===== src/rtl/dma_eng_pkg.sv =====
package dma_eng_pkg;
  localparam int ADDR_W = 16;
  localparam int CNT_W  = 16;
  localparam int PAGE_W = 8;
  localparam int PHYS_W = ADDR_W + 2 * PAGE_W;

  typedef struct packed {
    logic [PAGE_W-1:0] hi;
    logic [PAGE_W-1:0] lo;
  } page_pair_t;
endpackage


===== src/rtl/dma_addr_ctr.sv =====
module dma_addr_ctr #(
  parameter int AW = 16,
  parameter int PW = 8
) (
  input  logic          clk,
  input  logic          rst_n,
  input  logic          word_mode,
  input  logic          ld_addr,
  input  logic [AW-1:0] addr_in,
  input  logic          ld_page,
  input  logic [PW-1:0] page_in,
  input  logic          ld_hipage,
  input  logic [PW-1:0] hipage_in,
  input  logic          adv,
  input  logic          reload,
  output logic [AW-1:0] cur_addr,
  output logic [PW-1:0] cur_page,
  output logic [PW-1:0] cur_hi,
  output logic          carry_en
);
  localparam int PP = 2 * PW;

  logic [AW-1:0] base_addr;
  logic [PW-1:0] base_page, base_hi;
  logic [AW:0]   addr_sum;
  logic [PP-1:0] pages_now, pages_next;
  logic          wrap;

  assign addr_sum   = {1'b0, cur_addr} + (AW+1)'(1);
  assign wrap       = addr_sum[AW];
  assign pages_now  = {cur_hi, cur_page};
  assign pages_next = pages_now + (word_mode ? PP'(2) : PP'(1));

  always_ff @(posedge clk) begin
    if (!rst_n) begin
      base_addr <= '0;
      base_page <= '0;
      base_hi   <= '0;
      cur_addr  <= '0;
      cur_page  <= '0;
      cur_hi    <= '0;
      carry_en  <= 1'b0;
    end else begin
      if (reload) begin
        cur_addr <= base_addr;
        cur_page <= base_page;
        cur_hi   <= base_hi;
      end else if (adv) begin
        cur_addr <= addr_sum[AW-1:0];
        if (wrap && carry_en) begin
          cur_hi   <= pages_next[PP-1:PW];
          cur_page <= pages_next[PW-1:0];
        end
      end
      if (ld_addr) begin
        base_addr <= addr_in;
        cur_addr  <= addr_in;
      end
      if (ld_page) begin
        base_page <= page_in;
        cur_page  <= page_in;
        carry_en  <= 1'b0;
      end
      if (ld_hipage) begin
        base_hi  <= hipage_in;
        cur_hi   <= hipage_in;
        carry_en <= 1'b1;
      end
    end
  end


  page_hold_chk: assert property (@(posedge clk) disable iff (!rst_n)
    (adv && !reload && !carry_en && cur_addr == '1 && !ld_page && !ld_hipage && !ld_addr)
    |=> (cur_page == $past(cur_page) && cur_hi == $past(cur_hi) && cur_addr == '0));


  addr_step_chk: assert property (@(posedge clk) disable iff (!rst_n)
    (adv && !reload && !ld_addr) |=> cur_addr == $past(cur_addr) + AW'(1));
endmodule


===== src/rtl/dma_cnt_ctr.sv =====
module dma_cnt_ctr #(
  parameter int CW = 16
) (
  input  logic          clk,
  input  logic          rst_n,
  input  logic          ld_count,
  input  logic [CW-1:0] count_in,
  input  logic          adv,
  input  logic          auto_init,
  output logic [CW-1:0] cur_cnt,
  output logic          last,
  output logic          tc_q
);
  logic [CW-1:0] base_cnt;

  assign last = (cur_cnt == '0);

  always_ff @(posedge clk) begin
    if (!rst_n) begin
      base_cnt <= '0;
      cur_cnt  <= '0;
      tc_q     <= 1'b0;
    end else begin
      tc_q <= adv && last;
      if (ld_count) begin
        base_cnt <= count_in;
        cur_cnt  <= count_in;
      end else if (adv) begin
        cur_cnt <= (last && auto_init) ? base_cnt : cur_cnt - CW'(1);
      end
    end
  end


  tc_cause_chk: assert property (@(posedge clk) disable iff (!rst_n)
    tc_q |-> $past(adv && cur_cnt == '0));


  cnt_dec_chk: assert property (@(posedge clk) disable iff (!rst_n)
    (adv && !ld_count && !(last && auto_init)) |=> cur_cnt == $past(cur_cnt) - CW'(1));


  tc_single_chk: assert property (@(posedge clk) disable iff (!rst_n)
    tc_q |=> !tc_q || $past(adv && cur_cnt == '0));
endmodule


===== src/rtl/dma_phys_map.sv =====
module dma_phys_map #(
  parameter int AW = 16,
  parameter int PW = 8
) (
  input  logic                 word_mode,
  input  logic [AW-1:0]        cur_addr,
  input  logic [PW-1:0]        cur_page,
  input  logic [PW-1:0]        cur_hi,
  output logic [AW+2*PW-1:0]   phys
);
  logic [AW+2*PW-1:0] byte_map, word_map;

  assign byte_map = {cur_hi, cur_page, cur_addr};
  assign word_map = {cur_hi, cur_page[PW-1:1], cur_addr, 1'b0};
  assign phys     = word_mode ? word_map : byte_map;
endmodule


===== src/rtl/dma_chan_engine.sv =====
module dma_chan_engine
  import dma_eng_pkg::*;
#(
  parameter int AW = ADDR_W,
  parameter int CW = CNT_W,
  parameter int PW = PAGE_W
) (
  input  logic                clk,
  input  logic                rst_n,
  input  logic                word_mode,
  input  logic                auto_init,
  input  logic                ld_addr,
  input  logic [AW-1:0]       addr_in,
  input  logic                ld_count,
  input  logic [CW-1:0]       count_in,
  input  logic                ld_page,
  input  logic [PW-1:0]       page_in,
  input  logic                ld_hipage,
  input  logic [PW-1:0]       hipage_in,
  input  logic                arm,
  input  logic                disarm,
  input  logic                step_valid,
  output logic                step_ready,
  output logic [AW+2*PW-1:0]  phys_addr,
  output logic                tc_pulse,
  output logic [CW-1:0]       residue,
  output logic                masked
);
  logic          mask_q, fire, last, reload, carry_en;
  logic [AW-1:0] cur_addr;
  logic [PW-1:0] cur_page, cur_hi;
  page_pair_t    pg_view;

  assign step_ready = !mask_q;
  assign fire       = step_valid && step_ready;
  assign reload     = fire && last && auto_init;
  assign masked     = mask_q;
  assign pg_view    = '{hi: cur_hi, lo: cur_page};

  always_ff @(posedge clk) begin
    if (!rst_n)                             mask_q <= 1'b1;
    else if (disarm || (fire && last && !auto_init)) mask_q <= 1'b1;
    else if (arm)                           mask_q <= 1'b0;
  end

  dma_addr_ctr #(.AW(AW), .PW(PW)) u_addr (
    .clk(clk), .rst_n(rst_n), .word_mode(word_mode),
    .ld_addr(ld_addr), .addr_in(addr_in),
    .ld_page(ld_page), .page_in(page_in),
    .ld_hipage(ld_hipage), .hipage_in(hipage_in),
    .adv(fire), .reload(reload),
    .cur_addr(cur_addr), .cur_page(cur_page), .cur_hi(cur_hi),
    .carry_en(carry_en)
  );

  dma_cnt_ctr #(.CW(CW)) u_cnt (
    .clk(clk), .rst_n(rst_n), .ld_count(ld_count), .count_in(count_in),
    .adv(fire), .auto_init(auto_init),
    .cur_cnt(residue), .last(last), .tc_q(tc_pulse)
  );

  dma_phys_map #(.AW(AW), .PW(PW)) u_map (
    .word_mode(word_mode), .cur_addr(cur_addr),
    .cur_page(pg_view.lo), .cur_hi(pg_view.hi), .phys(phys_addr)
  );


  stop_mask_chk: assert property (@(posedge clk) disable iff (!rst_n)
    (fire && last && !auto_init) |=> masked);


  auto_stay_chk: assert property (@(posedge clk) disable iff (!rst_n)
    (fire && last && auto_init && !disarm) |=> !masked);


  idle_hold_chk: assert property (@(posedge clk) disable iff (!rst_n)
    (masked && !ld_addr && !ld_count && !ld_page && !ld_hipage)
    |=> ($stable(residue) && $stable(cur_addr)));
endmodule


===== config.mk =====
export PLATFORM = sky130hd
export DESIGN_NAME = dma_chan_engine
export DESIGN_NICKNAME = d
export VERILOG_FILES = /design/src/rtl/dma_eng_pkg.sv /design/src/rtl/dma_addr_ctr.sv /design/src/rtl/dma_cnt_ctr.sv /design/src/rtl/dma_phys_map.sv /design/src/rtl/dma_chan_engine.sv
export SDC_FILE = /design/constraint.sdc
export NUM_CORES = 1
export LEC_CHECK = 0
export BUFFER_PORTS_ARGS = -buffer_cell sky130_fd_sc_hd__buf_2
export CORE_MARGIN = 3
export CORE_UTILIZATION = 43
export DETAILED_ROUTE_END_ITERATION = 16
export GPL_TIMING_DRIVEN = 0
export PLACE_DENSITY = 0.61
export SYNTH_ARGS = -nofsm -noshare
export SYNTH_HDL_FRONTEND = slang
export SYNTH_SLANG_ARGS = --single-unit

===== constraint.sdc =====
create_clock -name clk -period 3.8 [get_ports clk]
set_input_delay 0.57 -clock clk [delete_from_list [all_inputs] [get_ports clk]]
set_output_delay 0.57 -clock clk [all_outputs]
set_load 0.02 [all_outputs]

==> results.toml <==
[run_status]
status = "complete, no violations"

[worst_setup_path]
crit-reg2reg-capture = "u_addr.cur_addr[4]"
timing.critical_path.from_type = "primary input"
crit_fanout = 10
critPathCaptureType = "flip-flop"
reg2reg_slack_ns = 1.19
timing.critical_path.arrival_ns = 3.66
worstReg2RegStart = "u_cnt.cur_cnt[4]"
critical-path-max-stage-delay_ns = 0.56
critical-path-slowest-cell = "sky130_fd_sc_hd__clkbuf_1"
crit_path_frequent_cell = "sky130_fd_sc_hd__clkbuf_1"
critPathRequiredTime_ns = 4.06
timing_worst_setup_path_type = "primary input to flip-flop"
worstPathCellList = "buf_2 > clkbuf_1 > clkbuf_1 > inv_1 > fa_1 > nor2b_1 > and2_1 > nand3_1 > xor2_1 > a211o_1 > a311oi_1"
timing.reg2reg.worst_path_depth = 7

[sta]
final-max-slew-violation-count = 0
final_worst_slack_ns = 0.400
worst_slew_pin_slew_ns = 0.795
finalHoldViolations = 0
timing.final.crit_share = 0.895
fin_crit_ns = 3.40
rsz_0062_raised_after_global_routing = "false"
finalSetupTns_ns = 0
worst_hold_margin_ns = 0.417
final.setup_skew_ns = 0.00410
clock.fmax_ghz = 0.294
finalSetupViolations = 0
slew-limit-headroom = 0.470

[synthesis]
synth.ff_latch_count = 99
synthesis.nets = 730
asyncSetResetFlopFracSynth = 0
most_frequently_used_flop_master_after_synthesis = "sky130_fd_sc_hd__dfxtp_1"
netlist_instances = 665
synthDistinctLibCells = 64
synth_edf_count = 0
post_synth.cell_area_avg_um2 = 8.04
ys_warns = 0
post_synth_design_cell_area_um2 = 5350
yosysSeqAreaShare = 0.371

[cells_and_area]
number_of_nets_at_the_end_of_the_flow = 846
post_route_cells_drive_above_1_share = 0.204
flow.area_growth_from_synthesis_pct = 19.3
final_cells = 954
most-common-layout-cells = "110 x sky130_fd_sc_hd__buf_2, 99 x sky130_fd_sc_hd__dfxtp_1, 81 x sky130_fd_sc_hd__nand2_1, 67 x sky130_fd_sc_hd__a21oi_1, 57 x sky130_fd_sc_hd__nor2_1"
antenna-diode-count = 0
final_design_area_no_fill_um2 = 6380
flip_flop_and_latch_area_um2 = 1980
finish.utilization = 0.529
layout.cells.most_common = "sky130_fd_sc_hd__buf_2"
multiInputGateArea_um2 = 3060
filler_cell_count = 1186

[min_path]
holdPathStages = 3
worstHoldEndpoint = "masked"
holdCritStartpoint = "disarm"
timing.hold.worst.class = "primary input to flip-flop"

[drt]
routed_wl_um = 17800
via_density = 5.75
route.detailed.drc = 0
num_vias = 5487
routedWlPerCell_um = 18.7
detail_route.first_pass.iterations = 5
first_iter_violations = 498
drtAntennaViolNets = 0

[run]
total_of_max_cap_violations = 0

[die]
die_height_um = 118
initial_utilization = 0.443
die_area_um2 = 13800
core_area_um2 = 12100
chipWidth_um = 118
io-pin-count = 110
rows = 40

[power]
power_frac_comb = 0.170
power_frac_clock = 0.369
power_leakage_nw = 2.68
post-layout-total-power_mw = 2.53
pwr-share-seq = 0.461
intPower_mw = 1.80
netSwitchingPower_uw = 737
swShare = 0.291
vdd.ir_drop.worst_v = 0.000383
ratio_of_total_power_to_cell_area_nw_per_um2 = 397

[place]
dpl.hpwl_um = 12800
place.port_buffers = 105
finalWeightedCongestion = 0.900
preCtsSetupSlack_ns = 0.0495
numPlacedInstances = 938
post_place_cell_area_um2 = 6080

[grt]
gr_overflow_total = 0
grt_antenna_before_repair = 0
grtUsageTotal = 0.254
grt_pass1_vias = 5293
grt_max_degree = 16
grt_pass1_wl_um = 28100

[cts]
clock_buffer_count_from_cts = 9
clock_insertion_delay_worst_skew_ns = 0.35
ctsResizeCount = 0
htree_levels = 3
clock_tree_from_tritoncts = "done"
cts_hold_buf = 0
clockRootBuffer = "sky130_fd_sc_hd__clkbuf_16"
cts.repair_timing.setup_buffer_count = 0
clkSinkCount = 99
clk_transition_reported_paths_ns = 0.07
cts_buffer_depth = 2
## per-layer routing
| metal | part of all wire | track usage | vias to the layer above |
|---|---|---|---|
| li1 | - | - | 2624 |
| met5 | 0 | 0 | - |
| met4 | 0.023 | 0.0952 | 0 |
| met1 | 0.43 | 0.327 | 2603 |
| met2 | 0.47 | 0.417 | 227 |
| met3 | 0.074 | 0.0577 | 33 |
## power groups by stage
stage | Sequential, mW | Combinational [mW] | Clock [mW]
final | 1.17 | 0.431 | 0.935
after global routing | 1.18 | 0.470 | 0.991
after CTS | 1.16 | 0.428 | 0.952
after detailed placement | 1.19 | 0.426 | 0
after global placement | 1.19 | 0.417 | 0
after floorplan | 1.19 | 0.264 | 0
## worst max-delay path: cells and delay by family
kind	cells	cell delay (ns)
fa+ha+maj	1	0.54
compound gates	2	0.54
simple gates	3	0.55
buf+inv	4	1.30
xor+xnor	1	0.15
## layout make-up
type / instances / share of cell area
plain buffers: 54 / 0.0387
clock buffers: 11 / 0.0381
inverters: 15 / 0.00883
flip-flops and latches: 99 / 0.311
multi-input cells: 497 / 0.480
clock inverters: 5 / 0.00824
repair buffers: 105 / 0.0824
well taps: 168 / 0.0330
## cell families (layout without fill, tap and decap cells)
| family | after synthesis | in the layout | synth area share |
|---|---|---|---|
| buffers and inverters | 69 | 190 | 0.0566 |
| AND/OR/NAND/NOR | 247 | 247 | 0.228 |
| adder cells (fa/ha/maj) | 6 | 6 | 0.0154 |
| multiplexers | 41 | 41 | 0.0805 |
| flip-flops | 99 | 99 | 0.371 |
| XOR/XNOR | 18 | 18 | 0.0295 |
| AO/OA/AOI/OAI | 185 | 185 | 0.220 |
## worst max path at each step
stage,start,to,slack (ns),cells past startpoint
2_1_floorplan,word_mode,u_addr.cur_hi[6],0.83,10
6_report,word_mode,u_addr.cur_hi[6],0.40,11
5_1_grt,word_mode,u_addr.cur_hi[6],0.14,11
3_3_place_gp,word_mode,u_addr.cur_hi[6],0.09,11
3_5_place_dp,word_mode,u_addr.cur_hi[6],0.05,11
4_1_cts,word_mode,u_addr.cur_hi[6],0.41,11
## cells in the mapped netlist (3+ instances only)
library cell	number	share of area
sky130_fd_sc_hd__nor2_1	57	0.040
sky130_fd_sc_hd__a21oi_1	67	0.063
sky130_fd_sc_hd__nor3b_1	4	0.0056
sky130_fd_sc_hd__mux2i_1	25	0.047
sky130_fd_sc_hd__nand2_1	81	0.057
sky130_fd_sc_hd__and2_1	5	0.0059
sky130_fd_sc_hd__or3_1	8	0.0094
sky130_fd_sc_hd__nand3_1	25	0.023
sky130_fd_sc_hd__buf_4	8	0.011
sky130_fd_sc_hd__buf_1	3	0.0021
sky130_fd_sc_hd__and3_1	7	0.0082
sky130_fd_sc_hd__a211o_1	6	0.0098
sky130_fd_sc_hd__clkbuf_1	37	0.026
sky130_fd_sc_hd__o21ai_0	42	0.039
sky130_fd_sc_hd__o21a_1	6	0.0084
sky130_fd_sc_hd__o211ai_1	9	0.013
sky130_fd_sc_hd__nand4_1	6	0.0070
sky130_fd_sc_hd__nor2b_1	4	0.0047
sky130_fd_sc_hd__nor4_1	5	0.0059
sky130_fd_sc_hd__nand2b_1	19	0.022
sky130_fd_sc_hd__dfxtp_1	99	0.37
sky130_fd_sc_hd__xnor2_1	7	0.011
sky130_fd_sc_hd__mux2_2	16	0.034
sky130_fd_sc_hd__inv_1	13	0.0091
sky130_fd_sc_hd__buf_2	5	0.0047
sky130_fd_sc_hd__a221oi_1	5	0.0082
sky130_fd_sc_hd__o221ai_1	5	0.0082
sky130_fd_sc_hd__nor3_1	15	0.014
sky130_fd_sc_hd__ha_1	5	0.012
sky130_fd_sc_hd__a31oi_1	14	0.016
sky130_fd_sc_hd__a311oi_1	3	0.0049
sky130_fd_sc_hd__xor2_1	11	0.018
## sequential cells by signal (all words and copies together), names as in the netlist
register / flops
u_addr.base_page: 8
u_cnt.cur_cnt: 16
masked: 1
u_addr.cur_hi: 8
u_addr.base_hi: 8
u_addr.cur_addr: 16
u_cnt.base_cnt: 16
u_cnt.tc_q: 1
u_addr.base_addr: 16
u_addr.cur_page: 8
u_addr.carry_en: 1
Note: power is estimated with default switching activity, not from simulation.
